[src/rtl/amo_pkg.sv]
package amo_pkg;

  typedef enum logic [3:0] {
    OP_ADD  = 4'h0,
    OP_OR   = 4'h4,
    OP_AND  = 4'h5,
    OP_XOR  = 4'ha,
    OP_SWAP = 4'he,
    OP_CAS  = 4'hf
  } amo_code_e;

  typedef enum logic [2:0] {
    ST_IDLE,
    ST_READ,
    ST_EVAL,
    ST_WRITE,
    ST_FIN
  } amo_state_e;

  function automatic logic code_known(input logic [3:0] c);
    case (c)
      OP_ADD, OP_OR, OP_AND, OP_XOR, OP_SWAP, OP_CAS: return 1'b1;
      default:                                        return 1'b0;
    endcase
  endfunction

  function automatic logic code_forces_fetch(input logic [3:0] c);
    return (c == OP_SWAP) || (c == OP_CAS);
  endfunction

endpackage

[src/rtl/amo_addr_gen.sv]
module amo_addr_gen #(
  parameter int ADDR_W = 32,
  parameter int OFF_W  = 16
) (
  input  logic [ADDR_W-1:0] base,
  input  logic [OFF_W-1:0]  offset,
  output logic [ADDR_W-1:0] addr
);
  logic [ADDR_W-1:0] off_ext;

  generate
    if (OFF_W < ADDR_W) begin : g_sext
      assign off_ext = {{(ADDR_W-OFF_W){offset[OFF_W-1]}}, offset};
    end else begin : g_trunc
      assign off_ext = offset[ADDR_W-1:0];
    end
  endgenerate

  assign addr = base + off_ext;
endmodule

[src/rtl/amo_alu.sv]
module amo_alu import amo_pkg::*; #(
  parameter int DATA_W = 64
) (
  input  logic [3:0]        code,
  input  logic              dword,
  input  logic [DATA_W-1:0] old_val,
  input  logic [DATA_W-1:0] src_val,
  input  logic [DATA_W-1:0] r0_val,
  output logic [DATA_W-1:0] new_val,
  output logic              cmp_hit,
  output logic              need_write
);
  localparam int HALF_W = DATA_W / 2;

  function automatic logic [DATA_W-1:0] narrow(input logic [DATA_W-1:0] v, input logic wide);
    return wide ? v : {{HALF_W{1'b0}}, v[HALF_W-1:0]};
  endfunction

  function automatic logic [DATA_W-1:0] combine(input logic [3:0] c,
                                                input logic [DATA_W-1:0] m,
                                                input logic [DATA_W-1:0] s);
    case (c)
      OP_ADD:          return m + s;
      OP_OR:           return m | s;
      OP_AND:          return m & s;
      OP_XOR:          return m ^ s;
      OP_SWAP, OP_CAS: return s;
      default:         return m;
    endcase
  endfunction

  logic [DATA_W-1:0] old_n, src_n, r0_n;

  always_comb begin
    old_n      = narrow(old_val, dword);
    src_n      = narrow(src_val, dword);
    r0_n       = narrow(r0_val, dword);
    cmp_hit    = (code == OP_CAS) && (old_n == r0_n);
    new_val    = narrow(combine(code, old_n, src_n), dword);
    need_write = (code != OP_CAS) || cmp_hit;
  end
endmodule

[src/rtl/amo_seq.sv]
module amo_seq import amo_pkg::*; (
  input  logic       clk,
  input  logic       rst_n,
  input  logic       start,
  input  logic       mem_ack,
  input  logic       need_write,
  output amo_state_e state,
  output logic       rd_fire,
  output logic       wr_fire
);
  amo_state_e nxt;

  assign rd_fire = (state == ST_READ)  && mem_ack;
  assign wr_fire = (state == ST_WRITE) && mem_ack;

  always_comb begin
    nxt = state;
    case (state)
      ST_IDLE:  if (start) nxt = ST_READ;
      ST_READ:  if (mem_ack) nxt = ST_EVAL;
      ST_EVAL:  nxt = need_write ? ST_WRITE : ST_FIN;
      ST_WRITE: if (mem_ack) nxt = ST_FIN;
      ST_FIN:   nxt = ST_IDLE;
      default:  nxt = ST_IDLE;
    endcase
  end

  always_ff @(posedge clk) begin
    if (!rst_n) state <= ST_IDLE;
    else        state <= nxt;
  end
endmodule

[src/rtl/amo_engine.sv]
module amo_engine import amo_pkg::*; #(
  parameter int DATA_W = 64,
  parameter int ADDR_W = 32,
  parameter int OFF_W  = 16,
  parameter int IMM_W  = 8
) (
  input  logic              clk,
  input  logic              rst_n,
  input  logic              op_valid,
  output logic              op_ready,
  input  logic [IMM_W-1:0]  op_imm,
  input  logic              op_dword,
  input  logic [ADDR_W-1:0] dst_base,
  input  logic [OFF_W-1:0]  op_offset,
  input  logic [DATA_W-1:0] src_val,
  input  logic [DATA_W-1:0] r0_val,
  output logic              mem_req,
  output logic              mem_we,
  output logic              mem_lock,
  output logic              mem_dword,
  output logic [ADDR_W-1:0] mem_addr,
  output logic [DATA_W-1:0] mem_wdata,
  input  logic              mem_ack,
  input  logic [DATA_W-1:0] mem_rdata,
  output logic              done,
  output logic              src_wr,
  output logic [DATA_W-1:0] src_wdata,
  output logic              r0_wr,
  output logic [DATA_W-1:0] r0_wdata
);
  localparam int HALF_W = DATA_W / 2;

  logic [3:0]        op_code;
  logic              code_ok;
  logic              start;
  logic [ADDR_W-1:0] ea;

  logic [3:0]        code_q;
  logic              dword_q, fetch_q, cas_q;
  logic [ADDR_W-1:0] addr_q;
  logic [DATA_W-1:0] src_q, r0_q, old_q;

  amo_state_e        state;
  logic              rd_fire, wr_fire;
  logic [DATA_W-1:0] new_val;
  logic              cmp_hit, need_write;

  assign op_code  = op_imm[IMM_W-1 -: 4];
  assign code_ok  = code_known(op_code) && (op_imm[IMM_W-5:1] == '0);
  assign op_ready = (state == ST_IDLE);
  assign start    = op_valid && op_ready && code_ok;

  amo_addr_gen #(.ADDR_W(ADDR_W), .OFF_W(OFF_W)) u_addr (
    .base   (dst_base),
    .offset (op_offset),
    .addr   (ea)
  );

  amo_seq u_seq (
    .clk        (clk),
    .rst_n      (rst_n),
    .start      (start),
    .mem_ack    (mem_ack),
    .need_write (need_write),
    .state      (state),
    .rd_fire    (rd_fire),
    .wr_fire    (wr_fire)
  );

  amo_alu #(.DATA_W(DATA_W)) u_alu (
    .code       (code_q),
    .dword      (dword_q),
    .old_val    (old_q),
    .src_val    (src_q),
    .r0_val     (r0_q),
    .new_val    (new_val),
    .cmp_hit    (cmp_hit),
    .need_write (need_write)
  );

  always_ff @(posedge clk) begin
    if (!rst_n) begin
      code_q  <= '0;
      dword_q <= 1'b0;
      fetch_q <= 1'b0;
      cas_q   <= 1'b0;
      addr_q  <= '0;
      src_q   <= '0;
      r0_q    <= '0;
      old_q   <= '0;
    end else begin
      if (start) begin
        code_q  <= op_code;
        dword_q <= op_dword;
        fetch_q <= op_imm[0] || code_forces_fetch(op_code);
        cas_q   <= (op_code == OP_CAS);
        addr_q  <= ea;
        src_q   <= src_val;
        r0_q    <= r0_val;
      end
      if (rd_fire)
        old_q <= dword_q ? mem_rdata : {{HALF_W{1'b0}}, mem_rdata[HALF_W-1:0]};
    end
  end

  assign mem_req   = (state == ST_READ) || (state == ST_WRITE);
  assign mem_we    = (state == ST_WRITE);
  assign mem_lock  = (state == ST_READ) || (state == ST_EVAL) || (state == ST_WRITE);
  assign mem_dword = dword_q;
  assign mem_addr  = addr_q;
  assign mem_wdata = new_val;

  assign done      = (state == ST_FIN);
  assign src_wr    = done && fetch_q;
  assign src_wdata = old_q;
  assign r0_wr     = done && cas_q;
  assign r0_wdata  = old_q;
endmodule

[config.mk]
export PLATFORM = sky130hd
export DESIGN_NAME = amo_engine
export DESIGN_NICKNAME = d
export VERILOG_FILES = /design/src/rtl/amo_pkg.sv /design/src/rtl/amo_addr_gen.sv /design/src/rtl/amo_alu.sv /design/src/rtl/amo_seq.sv /design/src/rtl/amo_engine.sv
export SDC_FILE = /design/constraint.sdc
export NUM_CORES = 1
export LEC_CHECK = 0
export BUFFER_PORTS_ARGS = -buffer_cell sky130_fd_sc_hd__buf_2
export CORE_AREA = 2 2 188 190
export DETAILED_ROUTE_END_ITERATION = 10
export DIE_AREA = 0 0 190 192
export PLACE_DENSITY = 0.8
export SETUP_SLACK_MARGIN = 0.02
export SLEW_MARGIN = 20
export SYNTH_ARGS = -nofsm -noshare
export SYNTH_HDL_FRONTEND = slang
export SYNTH_SLANG_ARGS = --single-unit
[constraint.sdc]
create_clock -name clk -period 9 [get_ports clk]
set_input_delay 1.8 -clock clk [delete_from_list [all_inputs] [get_ports clk]]
set_output_delay 1.8 -clock clk [all_outputs]
set_load 0.02 [all_outputs]
==> results <==
- The tightest slew margin relative to the limit is 27.6%.
- For this design, the slowest cell found on the critical path is sky130_fd_sc_hd__o41ai_4.
- Static timing analysis puts the maximum clock frequency at 0.147 GHz.
- Data on the critical path is required at its endpoint by 7.20 ns.
- The clock drives 234 sinks.
- Across all register-to-register paths, the minimum setup slack is 5.71 ns.
- In this run the critical register-to-register path is captured at u_seq.state[2]$_SDFFE_PN0P_.
- Summed over all instances, the cell type with the most area after synthesis is sky130_fd_sc_hd__dfxtp_1.
- The worst-case IR drop observed on VDD is 0.000138 V.
- In this run the post-CTS setup repair buffer count came out at 0.
- The pin slew with the least headroom to its limit is 1.08 ns.
- The worst setup path is of the register to primary output kind.
- After detailed routing, the total wire length is 75400 um.
- From synthesis to final layout, the design area changed by 15.5%.
- The register area share after synthesis is 24.7%.
- The summed instance area of the synthesized netlist is 19000 um^2.
- The horizontal extent of the die is 190 um.
- In the final timing run, aggregate negative setup slack is 0 ns.
- The number of top-level design ports is 485.
- The number of antenna violations at the first check in global routing is 14.
- The number of placement rows is 68.
- The first global-routing pass estimated 113000 um of wire.
- The TritonCTS buffer count is 27.
- After synthesis, the most frequently instantiated cells are sky130_fd_sc_hd__nand2_1 (592), sky130_fd_sc_hd__dfxtp_1 (234), sky130_fd_sc_hd__a21boi_0 (203).
- The synthesized netlist cell count is 2671.
- The areal power density over the cells is 115 nW/um^2.
- The average size of a mapped cell is 7.11 um^2.
- The biggest cell delay along the critical path is 0.62 ns.
- For this run, asynchronously set or reset flops after synthesis account for 0%.
- The TritonCTS clock tree is yes.
- The final hold violation count is 0.
- The critical register-to-register path startpoint is code_q[2]$_SDFFE_PN0P_.
- The total of max-cap violations is 0.
- The category of the worst setup path capture point is a primary output.
- Data arrives at the worst endpoint at 4.98 ns.
- The worst min-delay path startpoint is src_q[62]$_SDFFE_PN0P_.
- The flow ran to the end, and the final reports show no timing, DRC or antenna violations.
- For the finished layout, the period the worst path requires is 6.78 ns.
- Synthesis produced a netlist with a net count of 3056.
- After filler insertion, the fill cell instance count of the layout stands at 3156.
- Measured in cells, the most critical reg-to-reg path has a length of 5.
- After clock tree synthesis, the clock-pin slew on the worst setup and hold paths is 0.06 ns.
- The first TritonRoute pass finished after 7 iterations.
- For this run, the total global-route usage over all layers was measured as 39.5%.
- The final total power is 2.52 mW.
- The count of nets left with antenna violations once routing finished came out at 0.
- CTS built an H-tree with a depth of 1.
- Setup violations remaining at the end of the flow were counted as 0.
- The die is 192 um tall.
- The pin count of the biggest net entering global routing is 125.
- Hold repair after CTS inserted 0 buffers.
- The maximum count of clock buffers along a single path is 3.
- The latest clock arrival within the worst-skew pair is 0.59 ns.
- At the end of routability-driven placement, the weighted congestion stood at 1.02.
- The worst setup path endpoint is mem_wdata[60].
- Walking the worst path, the cells encountered are ha_1 -> inv_1 -> fa_1 -> nand2b_1 -> a21oi_2 -> o21ai_1 -> a21boi_2 -> o21ai_2 -> o41ai_2 -> a21oi_2 -> o41ai_4 -> nand4_1 -> and3_1 -> a211oi_1 -> buf_2.
- STA classifies the critical path startpoint as a register.
- The path category of the worst min-delay check is register to register.
- Cells with a size suffix above 1 make up 19.3% of the layout.
- The number of synthesized flops with an enable pin is 0.
- After synthesis, the largest area contributor takes up 24.7% of total cell area.
- The root buffer cell is sky130_fd_sc_hd__clkbuf_16.
- Global routing finished with a remaining overflow of 0.
- The core region is 34300 um^2.
- Port buffering added 484 buffers.
- The most prevalent standard cell on the critical path is sky130_fd_sc_hd__a21oi_2.
- The routed layout has 21300 vias.
- The launching instance or port of the critical path is r0_wdata[0]$_SDFFE_PN0P_.
- The largest fanout on the critical path is 7.
- The HPWL after detailed placement is 55400 um.
- Setup repair after global routing left no endpoint under its margin.
- The most frequently used cell type in the post-synthesis netlist is sky130_fd_sc_hd__nand2_1.
- The synthesis-stage register bit count is 234.
- The number of nets in the layout is 3339.
- The unique cell type count in the Yosys netlist is 82.
- Dividing the detail-routed via count by the number of cells gives 6.18.
- In the post-synthesis netlist, the biggest area contributors are sky130_fd_sc_hd__dfxtp_1 (25%), sky130_fd_sc_hd__nand2_1 (12%), sky130_fd_sc_hd__ha_1 (8.6%), sky130_fd_sc_hd__a21boi_0 (8.0%), sky130_fd_sc_hd__o21ai_0 (4.2%).
- Clock skew on the completed layout was measured at 0.0225 ns.
- The share of the clock period used by the worst path after layout is 75.3%.
- The DRC violation count after routing is 0.
- The detailed-route wire length per cell is 21.9 um.
- For this configuration, the core starts out at a cell density of 55.4%.
- The number of global-route vias before repair is 19900.
- The count of placed standard cells including taps is 3380.
- After clock tree synthesis, the repair step resized 0 gates.
- The number of synthesis warnings is 0.
- In the synthesized netlist the dominant register cell turns out to be sky130_fd_sc_hd__dfxtp_1.
- The detailed router finished its first iteration with 2091 violations.
- The finished layout holds 3441 standard cells, fillers aside.
- The final number of max-transition violations was 0.
- The die covers 36500 um^2.
- The leakage power is 9.63 nW.
==> how the worst min path moves through the flow <==
stage	slack [ns]	cells after the start	endpoint
2_1_floorplan	0.44	2	src_q[48]$_SDFFE_PN0P_
3_3_place_gp	0.45	2	mem_addr[12]$_SDFFE_PN0P_
3_5_place_dp	0.46	2	src_q[62]$_SDFFE_PN0P_
4_1_cts	0.47	2	src_q[62]$_SDFFE_PN0P_
5_1_grt	0.49	2	src_q[48]$_SDFFE_PN0P_
6_report	0.47	2	src_q[62]$_SDFFE_PN0P_
==> state kept, by name, summed over array words and instances (netlist names) <==
signal	flops
r0_q	64
r0_wdata	64
src_q	64
mem_addr	32
code_q	4
u_seq.state	3
cas_q	1
fetch_q	1
mem_dword	1
==> layout by cell type, fill, tap and decap left out, drive strengths merged, types with 15 or more instances in the layout <==
master / n
o21ai: 170
xor2: 73
a22oi: 16
nand2b: 17
a21o: 34
o22ai: 26
a31oi: 15
a21boi: 206
nor4: 16
nand3: 58
o221ai: 17
and3: 21
nor2: 145
ha: 130
dfxtp: 234
nand2: 592
nor3: 24
o21bai: 19
buf: 501
a21oi: 150
o211ai: 25
a211oi: 19
xnor2: 65
nand4: 26
inv: 132
clkbuf: 35
a222oi: 28
and2: 30
==> kinds of logic (layout without fill, tap and decap cells) <==
family | count (synthesis) | in the layout | synth area share (%)
AND/OR/NAND/NOR | 965 | 965 | 21.8
AO/OA/AOI/OAI | 814 | 814 | 29.1
buffers and inverters | 379 | 683 | 8.90
flip-flops | 234 | 234 | 24.7
XOR/XNOR | 138 | 138 | 6.36
adder cells (fa/ha/maj) | 136 | 136 | 8.99
multiplexers | 5 | 5 | 0.270
other | 0 | 11 | 0
==> final cells by class <==
| cell class | count | area [um^2] | area share, % |
|---|---|---|---|
| diodes | 11 | 27.5 | 0.125 |
| clock buffers | 35 | 726 | 3.31 |
| clock inverters | 15 | 175 | 0.798 |
| inverters | 132 | 495 | 2.26 |
| multi-input cells | 2058 | 12700 | 57.9 |
| flip-flops and latches | 234 | 4690 | 21.4 |
| well taps | 455 | 569 | 2.59 |
| repair buffers | 501 | 2560 | 11.7 |
==> power breakdown <==
part           internal (mW)  total [mW]  switching (mW)  leakage, nW
combinational          0.131       0.309           0.178         7.29
clock                  0.659        1.15           0.488        0.446
sequential              1.05        1.06          0.0149         1.89
total                   1.84        2.52           0.681         9.63
==> routing by layer <==
| layer | routed length, um | GRT usage [%] | vias up | part of all wire (%) |
|---|---|---|---|---|
| li1 | - | - | 9800 | - |
| met1 | 30100 | 50.6 | 10000 | 40 |
| met2 | 33600 | 63.1 | 1207 | 45 |
| met3 | 8160 | 9.76 | 232 | 11 |
| met4 | 3500 | 16.9 | 8 | 4.6 |
| met5 | 54 | 0 | - | 0.072 |
==> critical path: cells and delay by family (launching register included) <==
kind,cells,cell delay [ns]
compound gates,8,2.31
flops,1,0.46
buf+inv,2,0.32
simple gates,3,0.62
fa+ha+maj,2,0.67
==> metrics by stage <==
| step | utilization, % | cell area (um^2) | hold slack [ns] | setup WS, ns |
|---|---|---|---|---|
| after floorplan | - | 19000 | 0.444 | 2.84 |
| after global placement | 61.3 | 21000 | 0.448 | 3.04 |
| after detailed placement | 61.3 | 21000 | 0.459 | 3.00 |
| after CTS | 63.9 | 21900 | 0.468 | 2.33 |
| after global routing | 64.0 | 21900 | 0.494 | 2.05 |
| final | 64.0 | 21900 | 0.466 | 2.22 |
Power figures use the tool's default switching activity.
